--- config.mk ---
export PLATFORM = sky130hd
export DESIGN_NAME = sram_async_ctrl
export DESIGN_NICKNAME = d
export VERILOG_FILES = /design/src/rtl/sramc_pkg.sv /design/src/rtl/sramc_timer.sv /design/src/rtl/sramc_bus_regs.sv /design/src/rtl/sram_async_ctrl.sv
export SDC_FILE = /design/constraint.sdc
export NUM_CORES = 1
export LEC_CHECK = 0
export BUFFER_PORTS_ARGS = -buffer_cell sky130_fd_sc_hd__buf_2
export CAP_MARGIN = 10
export CORE_ASPECT_RATIO = 1.75
export CORE_MARGIN = 2
export CORE_UTILIZATION = 38
export CTS_CLUSTER_DIAMETER = 120
export DETAILED_ROUTE_END_ITERATION = 16
export PLACE_DENSITY = 0.7
export SYNTH_ARGS = -nofsm -noshare
export SYNTH_HDL_FRONTEND = slang
export SYNTH_HIERARCHICAL = 1
export SYNTH_SLANG_ARGS = --single-unit
--- constraint.sdc ---
create_clock -name clk -period 4.9 [get_ports clk]
set_input_delay 0.735 -clock clk [delete_from_list [all_inputs] [get_ports clk]]
set_output_delay 0.735 -clock clk [all_outputs]
set_load 0.05 [all_outputs]
--- src/rtl/sramc_pkg.sv ---
package sramc_pkg;

   typedef enum logic [2:0] {
      ST_IDLE,
      ST_READ,
      ST_WPULSE,
      ST_WTAIL,
      ST_TURN,
      ST_SLEEP,
      ST_WAKE
   } sramc_state_t;

   // ceiling division of a nanosecond minimum by the clock period
   function automatic int unsigned ns2cyc(input int unsigned ns, input int unsigned clk_ns);
      return (ns + clk_ns - 1) / clk_ns;
   endfunction

   function automatic int unsigned umax(input int unsigned a, input int unsigned b);
      return (a > b) ? a : b;
   endfunction

endpackage

--- src/rtl/sramc_timer.sv ---
module sramc_timer #(
   parameter int W = 4
) (
   input  logic         clk,
   input  logic         rst_n,
   input  logic         load,
   input  logic [W-1:0] load_val,
   output logic         zero
);

   logic [W-1:0] cnt;

   always_ff @(posedge clk or negedge rst_n) begin
      if (!rst_n)            cnt <= '0;
      else if (load)         cnt <= load_val;
      else if (cnt != '0)    cnt <= cnt - 1'b1;
   end

   assign zero = (cnt == '0);

endmodule

--- src/rtl/sramc_bus_regs.sv ---
module sramc_bus_regs #(
   parameter int AW = 15,
   parameter int DW = 8
) (
   input  logic          clk,
   input  logic          rst_n,
   input  logic          take,
   input  logic          grab,
   input  logic [AW-1:0] in_addr,
   input  logic [DW-1:0] in_wdata,
   input  logic [DW-1:0] pin_rdata,
   output logic [AW-1:0] addr_q,
   output logic [DW-1:0] wdata_q,
   output logic [DW-1:0] rd_data,
   output logic          rd_valid
);

   always_ff @(posedge clk or negedge rst_n) begin
      if (!rst_n) begin
         addr_q  <= '0;
         wdata_q <= '0;
      end else if (take) begin
         addr_q  <= in_addr;
         wdata_q <= in_wdata;
      end
   end

   always_ff @(posedge clk or negedge rst_n) begin
      if (!rst_n) begin
         rd_data  <= '0;
         rd_valid <= 1'b0;
      end else begin
         rd_valid <= grab;
         if (grab) rd_data <= pin_rdata;
      end
   end

   // captured address must not move between acceptance and the next acceptance
   a_r6_addr_held: assert property (@(posedge clk) disable iff (!rst_n)
      !$past(take) |-> $stable(addr_q));

   // result strobe lasts a single cycle
   a_r3_single_strobe: assert property (@(posedge clk) disable iff (!rst_n)
      rd_valid |=> !rd_valid);

endmodule

--- src/rtl/sram_async_ctrl.sv ---
module sram_async_ctrl
   import sramc_pkg::*;
#(
   parameter int AW        = 15,
   parameter int DW        = 8,
   parameter int CLK_NS    = 10,
   parameter int T_RC_NS   = 70,
   parameter int T_AA_NS   = 70,
   parameter int T_ACS_NS  = 70,
   parameter int T_AOE_NS  = 35,
   parameter int T_WC_NS   = 70,
   parameter int T_WP_NS   = 50,
   parameter int T_AW_NS   = 60,
   parameter int T_CW_NS   = 60,
   parameter int T_DW_NS   = 30,
   parameter int T_REL_NS  = 25,
   parameter int T_WAKE_NS = 5000000
) (
   input  logic          clk,
   input  logic          rst_n,
   input  logic          standby_req,
   input  logic          req_valid,
   output logic          req_ready,
   input  logic          req_write,
   input  logic [AW-1:0] req_addr,
   input  logic [DW-1:0] req_wdata,
   output logic          rd_valid,
   output logic [DW-1:0] rd_data,
   output logic [AW-1:0] mem_addr,
   output logic          mem_cs_n,
   output logic          mem_oe_n,
   output logic          mem_we_n,
   output logic [DW-1:0] mem_dq_out,
   input  logic [DW-1:0] mem_dq_in,
   output logic          mem_dq_oe
);

   localparam int unsigned RD_CYC = umax(umax(ns2cyc(T_AA_NS, CLK_NS), ns2cyc(T_ACS_NS, CLK_NS)),
                                         umax(umax(ns2cyc(T_AOE_NS, CLK_NS), ns2cyc(T_RC_NS, CLK_NS)), 1));
   localparam int unsigned WP_CYC = umax(umax(ns2cyc(T_WP_NS, CLK_NS), ns2cyc(T_AW_NS, CLK_NS)),
                                         umax(umax(ns2cyc(T_CW_NS, CLK_NS), ns2cyc(T_DW_NS, CLK_NS)), 1));
   localparam int unsigned WC_CYC = ns2cyc(T_WC_NS, CLK_NS);
   localparam int unsigned WR_TAIL = (WC_CYC > WP_CYC + 1) ? WC_CYC - WP_CYC : 1;
   localparam int unsigned TA_CYC = umax(ns2cyc(T_REL_NS, CLK_NS), 1);
   localparam int unsigned WK_CYC = umax(ns2cyc(T_WAKE_NS, CLK_NS), 1);
   localparam int unsigned MAX_CYC = umax(umax(RD_CYC, WP_CYC), umax(umax(WR_TAIL, TA_CYC), WK_CYC));
   localparam int CNT_W = $clog2(MAX_CYC + 1);

   generate
      if (AW < 1 || DW < 1) begin : g_bad_width
         $error("sram_async_ctrl: address and data widths must be positive");
      end
      if (CLK_NS < 1) begin : g_bad_clk
         $error("sram_async_ctrl: clock period must be at least 1 ns");
      end
      if (TA_CYC > 250) begin : g_bad_rel
         $error("sram_async_ctrl: bus release window too long for the checker counter");
      end
   endgenerate

   sramc_state_t state, nxt;
   logic         cs_n_q, oe_n_q, we_n_q, dq_oe_q;
   logic         cs_n_d, oe_n_d, we_n_d, dq_oe_d;
   logic         tm_load, tm_zero, take, grab;
   logic [CNT_W-1:0] tm_val;

   sramc_timer #(.W(CNT_W)) u_timer (
      .clk      (clk),
      .rst_n    (rst_n),
      .load     (tm_load),
      .load_val (tm_val),
      .zero     (tm_zero)
   );

   sramc_bus_regs #(.AW(AW), .DW(DW)) u_regs (
      .clk       (clk),
      .rst_n     (rst_n),
      .take      (take),
      .grab      (grab),
      .in_addr   (req_addr),
      .in_wdata  (req_wdata),
      .pin_rdata (mem_dq_in),
      .addr_q    (mem_addr),
      .wdata_q   (mem_dq_out),
      .rd_data   (rd_data),
      .rd_valid  (rd_valid)
   );

   assign req_ready = (state == ST_IDLE) && !standby_req;

   always_comb begin
      nxt     = state;
      tm_load = 1'b0;
      tm_val  = '0;
      take    = 1'b0;
      grab    = 1'b0;
      cs_n_d  = cs_n_q;
      oe_n_d  = oe_n_q;
      we_n_d  = we_n_q;
      dq_oe_d = dq_oe_q;
      unique case (state)
         ST_IDLE: begin
            if (standby_req) begin
               nxt = ST_SLEEP;
            end else if (req_valid) begin
               take    = 1'b1;
               tm_load = 1'b1;
               cs_n_d  = 1'b0;
               if (req_write) begin
                  we_n_d  = 1'b0;
                  dq_oe_d = 1'b1;
                  tm_val  = CNT_W'(WP_CYC - 1);
                  nxt     = ST_WPULSE;
               end else begin
                  oe_n_d = 1'b0;
                  tm_val = CNT_W'(RD_CYC - 1);
                  nxt    = ST_READ;
               end
            end
         end
         ST_READ: begin
            if (tm_zero) begin
               grab    = 1'b1;
               cs_n_d  = 1'b1;
               oe_n_d  = 1'b1;
               tm_load = 1'b1;
               tm_val  = CNT_W'(TA_CYC - 1);
               nxt     = ST_TURN;
            end
         end
         ST_WPULSE: begin
            if (tm_zero) begin
               we_n_d  = 1'b1;
               tm_load = 1'b1;
               tm_val  = CNT_W'(WR_TAIL - 1);
               nxt     = ST_WTAIL;
            end
         end
         ST_WTAIL: begin
            if (tm_zero) begin
               cs_n_d  = 1'b1;
               dq_oe_d = 1'b0;
               nxt     = ST_IDLE;
            end
         end
         ST_TURN: begin
            if (tm_zero) nxt = ST_IDLE;
         end
         ST_SLEEP: begin
            if (!standby_req) begin
               tm_load = 1'b1;
               tm_val  = CNT_W'(WK_CYC - 1);
               nxt     = ST_WAKE;
            end
         end
         ST_WAKE: begin
            if (standby_req)  nxt = ST_SLEEP;
            else if (tm_zero) nxt = ST_IDLE;
         end
         default: nxt = ST_IDLE;
      endcase
   end

   always_ff @(posedge clk or negedge rst_n) begin
      if (!rst_n) begin
         state   <= ST_IDLE;
         cs_n_q  <= 1'b1;
         oe_n_q  <= 1'b1;
         we_n_q  <= 1'b1;
         dq_oe_q <= 1'b0;
      end else begin
         state   <= nxt;
         cs_n_q  <= cs_n_d;
         oe_n_q  <= oe_n_d;
         we_n_q  <= we_n_d;
         dq_oe_q <= dq_oe_d;
      end
   end

   assign mem_cs_n  = cs_n_q;
   assign mem_oe_n  = oe_n_q;
   assign mem_we_n  = we_n_q;
   assign mem_dq_oe = dq_oe_q;

   // checker support: clocks since output enable was last low (saturating)
   logic [7:0] oe_idle_cnt;
   always_ff @(posedge clk or negedge rst_n) begin
      if (!rst_n)                   oe_idle_cnt <= 8'(TA_CYC);
      else if (!mem_oe_n)           oe_idle_cnt <= '0;
      else if (oe_idle_cnt != 8'hFF) oe_idle_cnt <= oe_idle_cnt + 1'b1;
   end

   // no drive while the memory may be driving
   a_r2_no_contention: assert property (@(posedge clk) disable iff (!rst_n)
      !mem_oe_n |-> !mem_dq_oe && mem_we_n);

   // write strobe only with output enable high, chip selected, drivers on
   a_r4_write_shape: assert property (@(posedge clk) disable iff (!rst_n)
      !mem_we_n |-> mem_oe_n && !mem_cs_n && mem_dq_oe);

   // address and data frozen while write enable stays low
   a_r5_hold_in_pulse: assert property (@(posedge clk) disable iff (!rst_n)
      (!mem_we_n && $past(!mem_we_n)) |-> ($stable(mem_addr) && $stable(mem_dq_out)));

   // write enable already high the cycle before drivers turn off
   a_r5_we_first: assert property (@(posedge clk) disable iff (!rst_n)
      $fell(mem_dq_oe) |-> $past(mem_we_n));

   // drivers wait out the bus release window after a read
   a_r7_turnaround: assert property (@(posedge clk) disable iff (!rst_n)
      $rose(mem_dq_oe) |-> (oe_idle_cnt >= 8'(TA_CYC)));

   // standby keeps the memory deselected and the host stalled
   a_r9_standby_quiet: assert property (@(posedge clk) disable iff (!rst_n)
      (state == ST_SLEEP) |-> (mem_cs_n && !req_ready));

   // ready only with every strobe inactive
   a_r11_ready_idle: assert property (@(posedge clk) disable iff (!rst_n)
      req_ready |-> (mem_cs_n && mem_oe_n && mem_we_n && !mem_dq_oe));

endmodule

# After elaboration in Yosys (flattened, before gate mapping)
# Index checks and enable logic that the tools add are counted.
# totals
inputBits	36
reg_bits	58
# classes
eq_ne	16
mux	41
n_reduce_logical	18
add_sub_neg	1
# ops
cell	count
$mux 19	3
$pmux 19 s3	1
$mux 3	9
$logic_not 19->1	1
$mux 1	19
$reduce_bool 19->1	1
$sub 19x1->19 const B	1
$pmux 3 s6	1
$ne 2x2->1 const B	8
$reduce_and 5->1	3
$reduce_bool 2->1	5
$eq 3x3->1 const B	3
$pmux 1 s2	4
$reduce_and 4->1	2
$eq 3x2->1 const B	2
$mux 2	3
$reduce_or 2->1	3
$eq 3x1->1 const B	1
$logic_not 3->1	1
$ne 3x3->1 const B	1
$pmux 1 s3	1
$ne 2x1->1 const B	1
$logic_and 1x1->1	1
$logic_not 1->1	1

# Depth between registers and ports, before layout
# logic_depth
word_depth	5
depth_mapped	13
depth_no_buf	10

# Hierarchy
# The synthesis kept the hierarchy.
# modules_own_cells
module	n_inst	cells_per_inst	area_per_inst_um2	seq_area_each_um2
sramc_bus_regs	1	66	1177.4	800.8
sramc_timer	1	110	1059.8	475.5
sram_async_ctrl	1	67	544.3	178.9

# Worst setup path before layout
# No wires, ideal clock.
# synth_path
kind	register to register
from	register u_timer.cnt[5]
to	register u_timer.cnt[10]
slack_ns	1.802
path_stages_with_launch	12
arrival_ns	2.966
path_buffers	3
cell_sequence	dfrtp_1 -> or4_1 -> or3_1 -> nor4_2 -> buf_2 -> a21oi_1 -> a221oi_1 -> a31o_1 -> clkbuf_1 -> or2_2 -> clkbuf_1 -> o21ai_0
# synth_via
elab_chain_cells	4
word_cells_on_any_way	8
# synth_rtl
element	line	text
start, declared	sramc_timer.sv:11	logic [W-1:0] cnt;
start signal, assigned	sramc_timer.sv:15	else if (load) cnt <= load_val;
start signal, assigned	sramc_timer.sv:16	else if (cnt != '0) cnt <= cnt - 1'b1;
$logic_not 19->1 *	sramc_timer.sv:19	assign zero = (cnt == '0);
named net tm_zero	sram_async_ctrl.sv:64	logic tm_load, tm_zero, take, grab;
$mux 1 *	sram_async_ctrl.sv:122, sram_async_ctrl.sv:132	
$pmux 1 s3 *	sram_async_ctrl.sv:101	unique case (state)
named net tm_load	sram_async_ctrl.sv:64	
$mux 19 / $reduce_bool 2->1 (equally long branches)	-	
# The timed path passes the listed nets; every way through them passes the cells marked *. The select of a mux whose other input is x is not followed.
# A chain may end at the register's enable or synchronous reset.

# Worst setup path after layout
# layout_path
from	register u_timer.cnt[5]
to	register u_timer.cnt[1]
# Same word-level chain as after synthesis.

==> metrics.md <==
| Metric | Value |
|---|---|
| Synthesized area | `about 2800 um^2` |
| Synth Instances | `~240` |
| Critical Path End Type | `flop` |
| Syn_area_per_cell | `~11 um^2` |
| Post-synthesis mux area share | `0.137` |
| CTS tree | `yes` |
| Post-synth top area cell | `dfrtp_1` |
| # port buffers | `just over 70` |
| XOR/XNOR share of the synthesized area | `0.0504` |
| Chip width | `68.7 um` |
| Pwr per Cell Area | `between 700 and 800 nW/um^2` |
| Pleak | `1.62 nW` |
| Status | `finished, final reports clean` |
| Compound-Gate Fraction of Synth Area | `0.0990` |
| Core footprint | `7130 um^2` |
| NumNets Final | `361` |
| Max-Cap Viols | `0` |
| Synth area leaders | `dfrtp_1 49%, mux2_2 13%, xnor2_1 4.1%, nand2_1 3.2%, o21ai_0 2.9%` |
| Drt total wl | `slightly above 6000 um` |
| Die ar. | `between 8000 and 9000 um^2` |
| Ports | `73` |
| Total gr overflow | `0` |
| Max-slew violations | `0` |
| Measured slew at the worst slew-check pin | `around 0.85 ns` |
| Final core occ | `0.495` |
| Vias after detailed routing | `2100` |
| Layout Skew | `0.00670 ns` |
| Crit path DAT | `3.58 ns` |
| Final setup TNS | `0 ns` |
| Critical path class | `flop to flop` |
| Residual DRC | `0` |
| Post-CTS setup buffer count | `0` |
| Synth-to-layout area growth | `26.9%` |
| First-pass GRT wire length | `around 9900 um` |
| GRT busiest layer | `met2` |
| Vias per cell | `just over 5` |
| Post-synth EDFFs | `0` |
| Yosys top cell area share | `0.495` |
| Top_reg_cell synth | `dfrtp_1` |
| Relative slew slack | `0.430` |
| H-tree depth | `3` |
| Register area share after synthesis | `0.523` |
| Setup-failing EPs final | `0` |
| Num Clock Sinks | `58` |
| CP delay by family, top | `simple AND/OR/NAND/NOR gates` |
| Main combinational cell family by area after synthesis | `simple AND/OR/NAND/NOR gates` |
| Clock slew at reported path FFs | `0.05 ns` |
| Synthesized-area fraction occupied by adder cells | `0.00450` |
| GPL Wtd Cong | `between 0.7 and 0.8` |
| Root Driver | `clkbuf_16` |
| Synth warnings | `6` |
| Yosys cell types | `46` |
| Routed length per placed instance | `around 15 um` |
| Worst path cell trace | `or4_1 > or3_1 > nor4_2 > buf_4 > a21oi_1 > a221oi_1 > a31o_1 > buf_4 > mux2_2` |
| Cell mode on critical path | `buf_4` |
| VDD IR max | `322 uV` |
| Crit path largest cell delay | `0.58 ns` |
| Initial antenna violation count | `0` |
| Fin crit period | `between 3 and 4 ns` |
| Fin Hold WS | `0.498 ns` |
| Clock Latency Late Sink | `roughly 0.33 ns` |
| Detailed Place HPWL | `approximately 4300 um` |
| Aggregate global-route resource usage | `0.166` |
| Met2 Track Usage GR | `0.274` |
| Die H | `approximately 120 um` |
| Final hold violation count | `0` |
| Async set or reset register ratio after synthesis | `1.00` |
| Crit path max fanout | `15` |
| #FFs+latches synth | `58` |
| Largest net degree at the start of global routing | `roughly 60` |
| Post-route cell area | `3530 um^2` |
| FMAX | `between 0.2 and 0.3 GHz` |
| Post-DP Area | `approximately 3200 um^2` |
| Global routing usage on met1 | `0.190` |
| Crit share post-route | `0.689` |
| Critical path launch point type | `flop` |
| Worst Path Buf+Inv | `2` |
| Vias in the first global route | `approximately 2200` |
| Worst min path class | `flop to flop` |
| Most frequent cells in the layout | `72 x buf_2, 55 x dfrtp_1, 33 x mux2_2` |
| Initial core utilization | `0.390` |
| TritonCTS buffer count | `9` |
| Detailed Routing Iterations Pass 1 | `4` |
| Most common cell after layout, fill and taps aside | `buf_2` |
| Num rows | `41` |
| Grt met3 use | `0.0430` |
| Number of routed nets with antenna violations | `0` |
| RSZ-0062 raised after global routing | `no` |
| Slowest-stage cell, CP | `or4_1` |
| Layout cells sized above 1 | `0.407` |
| Iter 0 DRT Violations | `slightly above 70` |
| # diodes | `0` |
| Synth Area in Simple Gates | `0.149` |
| Critical Path RT | `~5 ns` |
| Gates resized, CTS repair | `0` |
| Post-CTS Hold Buffers | `0` |
| Buffer depth of the longest clock path | `2` |
==> flip-flops by register name, indices dropped and copies added, names as in the netlist <==
register and count:
mem_oe_n 1, u_regs/addr_q 15, u_timer/cnt 19, u_regs/rd_valid 1
state 3, u_regs/rd_data 8, mem_we_n 1, u_regs/wdata_q 8
mem_cs_n 1, mem_dq_oe 1
==> where the power goes <==
part | leakage (nW) | internal, mW | switching (mW) | total, mW
registers | 0.720 | 0.682 | 0.177 | 0.859
logic | 0.747 | 0.381 | 0.740 | 1.12
clock network | 0.150 | 0.419 | 0.203 | 0.622
total | 1.62 | 1.48 | 1.12 | 2.60
==> routing by layer <==
layer | vias up | wire length (um)
li1 | 1016 | -
met1 | 1023 | 2360
met2 | 48 | 3340
met3 | 13 | 231
met4 | 0 | 174
met5 | - | 0
==> cells in the mapped netlist (all sizes together), types with 3 or more instances <==
cell,number
buf,7
inv,6
mux2,33
xor2,3
a21oi,3
or4,3
dfstp,3
nand2b,7
o21ai,18
nor2,7
xnor2,13
clkbuf,6
nor4,6
or3,3
nand2,24
or2,3
nand3,3
dfrtp,55
nor3,8
o31ai,7
==> final cells by class <==
cell class | count | area, um^2
Sequential cell | 58 | 1460
Timing Repair Buffer | 76 | 390
Inverter | 6 | 22.5
Tap cell | 86 | 108
Fill cell | 613 | 3600
Multi-Input combinational cell | 173 | 1250
Clock inverter | 3 | 40.0
Clock buffer | 13 | 260
==> worst register-to-register path: cells and delay by family (launching register included) <==
| kind | cells | cell delay (ns) |
|---|---|---|
| buffers and inverters | 2 | 0.49 |
| muxes | 1 | 0.35 |
| DFF | 1 | 0.41 |
| AOI/OAI and AO/OA | 3 | 0.77 |
| and+or+nand+nor | 3 | 1.24 |
==> kinds of logic (layout without fill, tap and decap cells) <==
kind of cell               after synthesis  in the layout
muxes                                   34             34
xor gates and xnor gates                16             16
other                                    1              8
adders and majority gates                1              1
and+or+nand+nor                         72             72
buffers and inverters                   19             98
DFF                                     58             58
AOI/OAI and AO/OA                       42             42
==> stage by stage <==
step / setup WS [ns] / power (mW) / std cells
after floorplan: 1.80 / 1.73 / 250
after global placement: 1.63 / 1.95 / 399
after detailed placement: 1.56 / 1.98 / 399
after CTS: 1.53 / 2.62 / 415
after global routing: 1.22 / 2.75 / 415
final: 1.52 / 2.60 / 415
==> final timing paths <==
kind                                startpoint                end  slack [ns]  depth (start not counted)
worst min register to register        mem_cs_n           mem_cs_n        0.50                          2
worst min-delay path                  mem_cs_n           mem_cs_n        0.50                          2
max in group asynchronous                rst_n  u_regs/wdata_q[4]        3.84                          2
min in group asynchronous                rst_n           state[2]        0.55                          2
worst max register to register  u_timer/cnt[5]     u_timer/cnt[1]        1.52                          9
worst max-delay path            u_timer/cnt[5]     u_timer/cnt[1]        1.52                          9
Power figures use the tool's default switching activity.
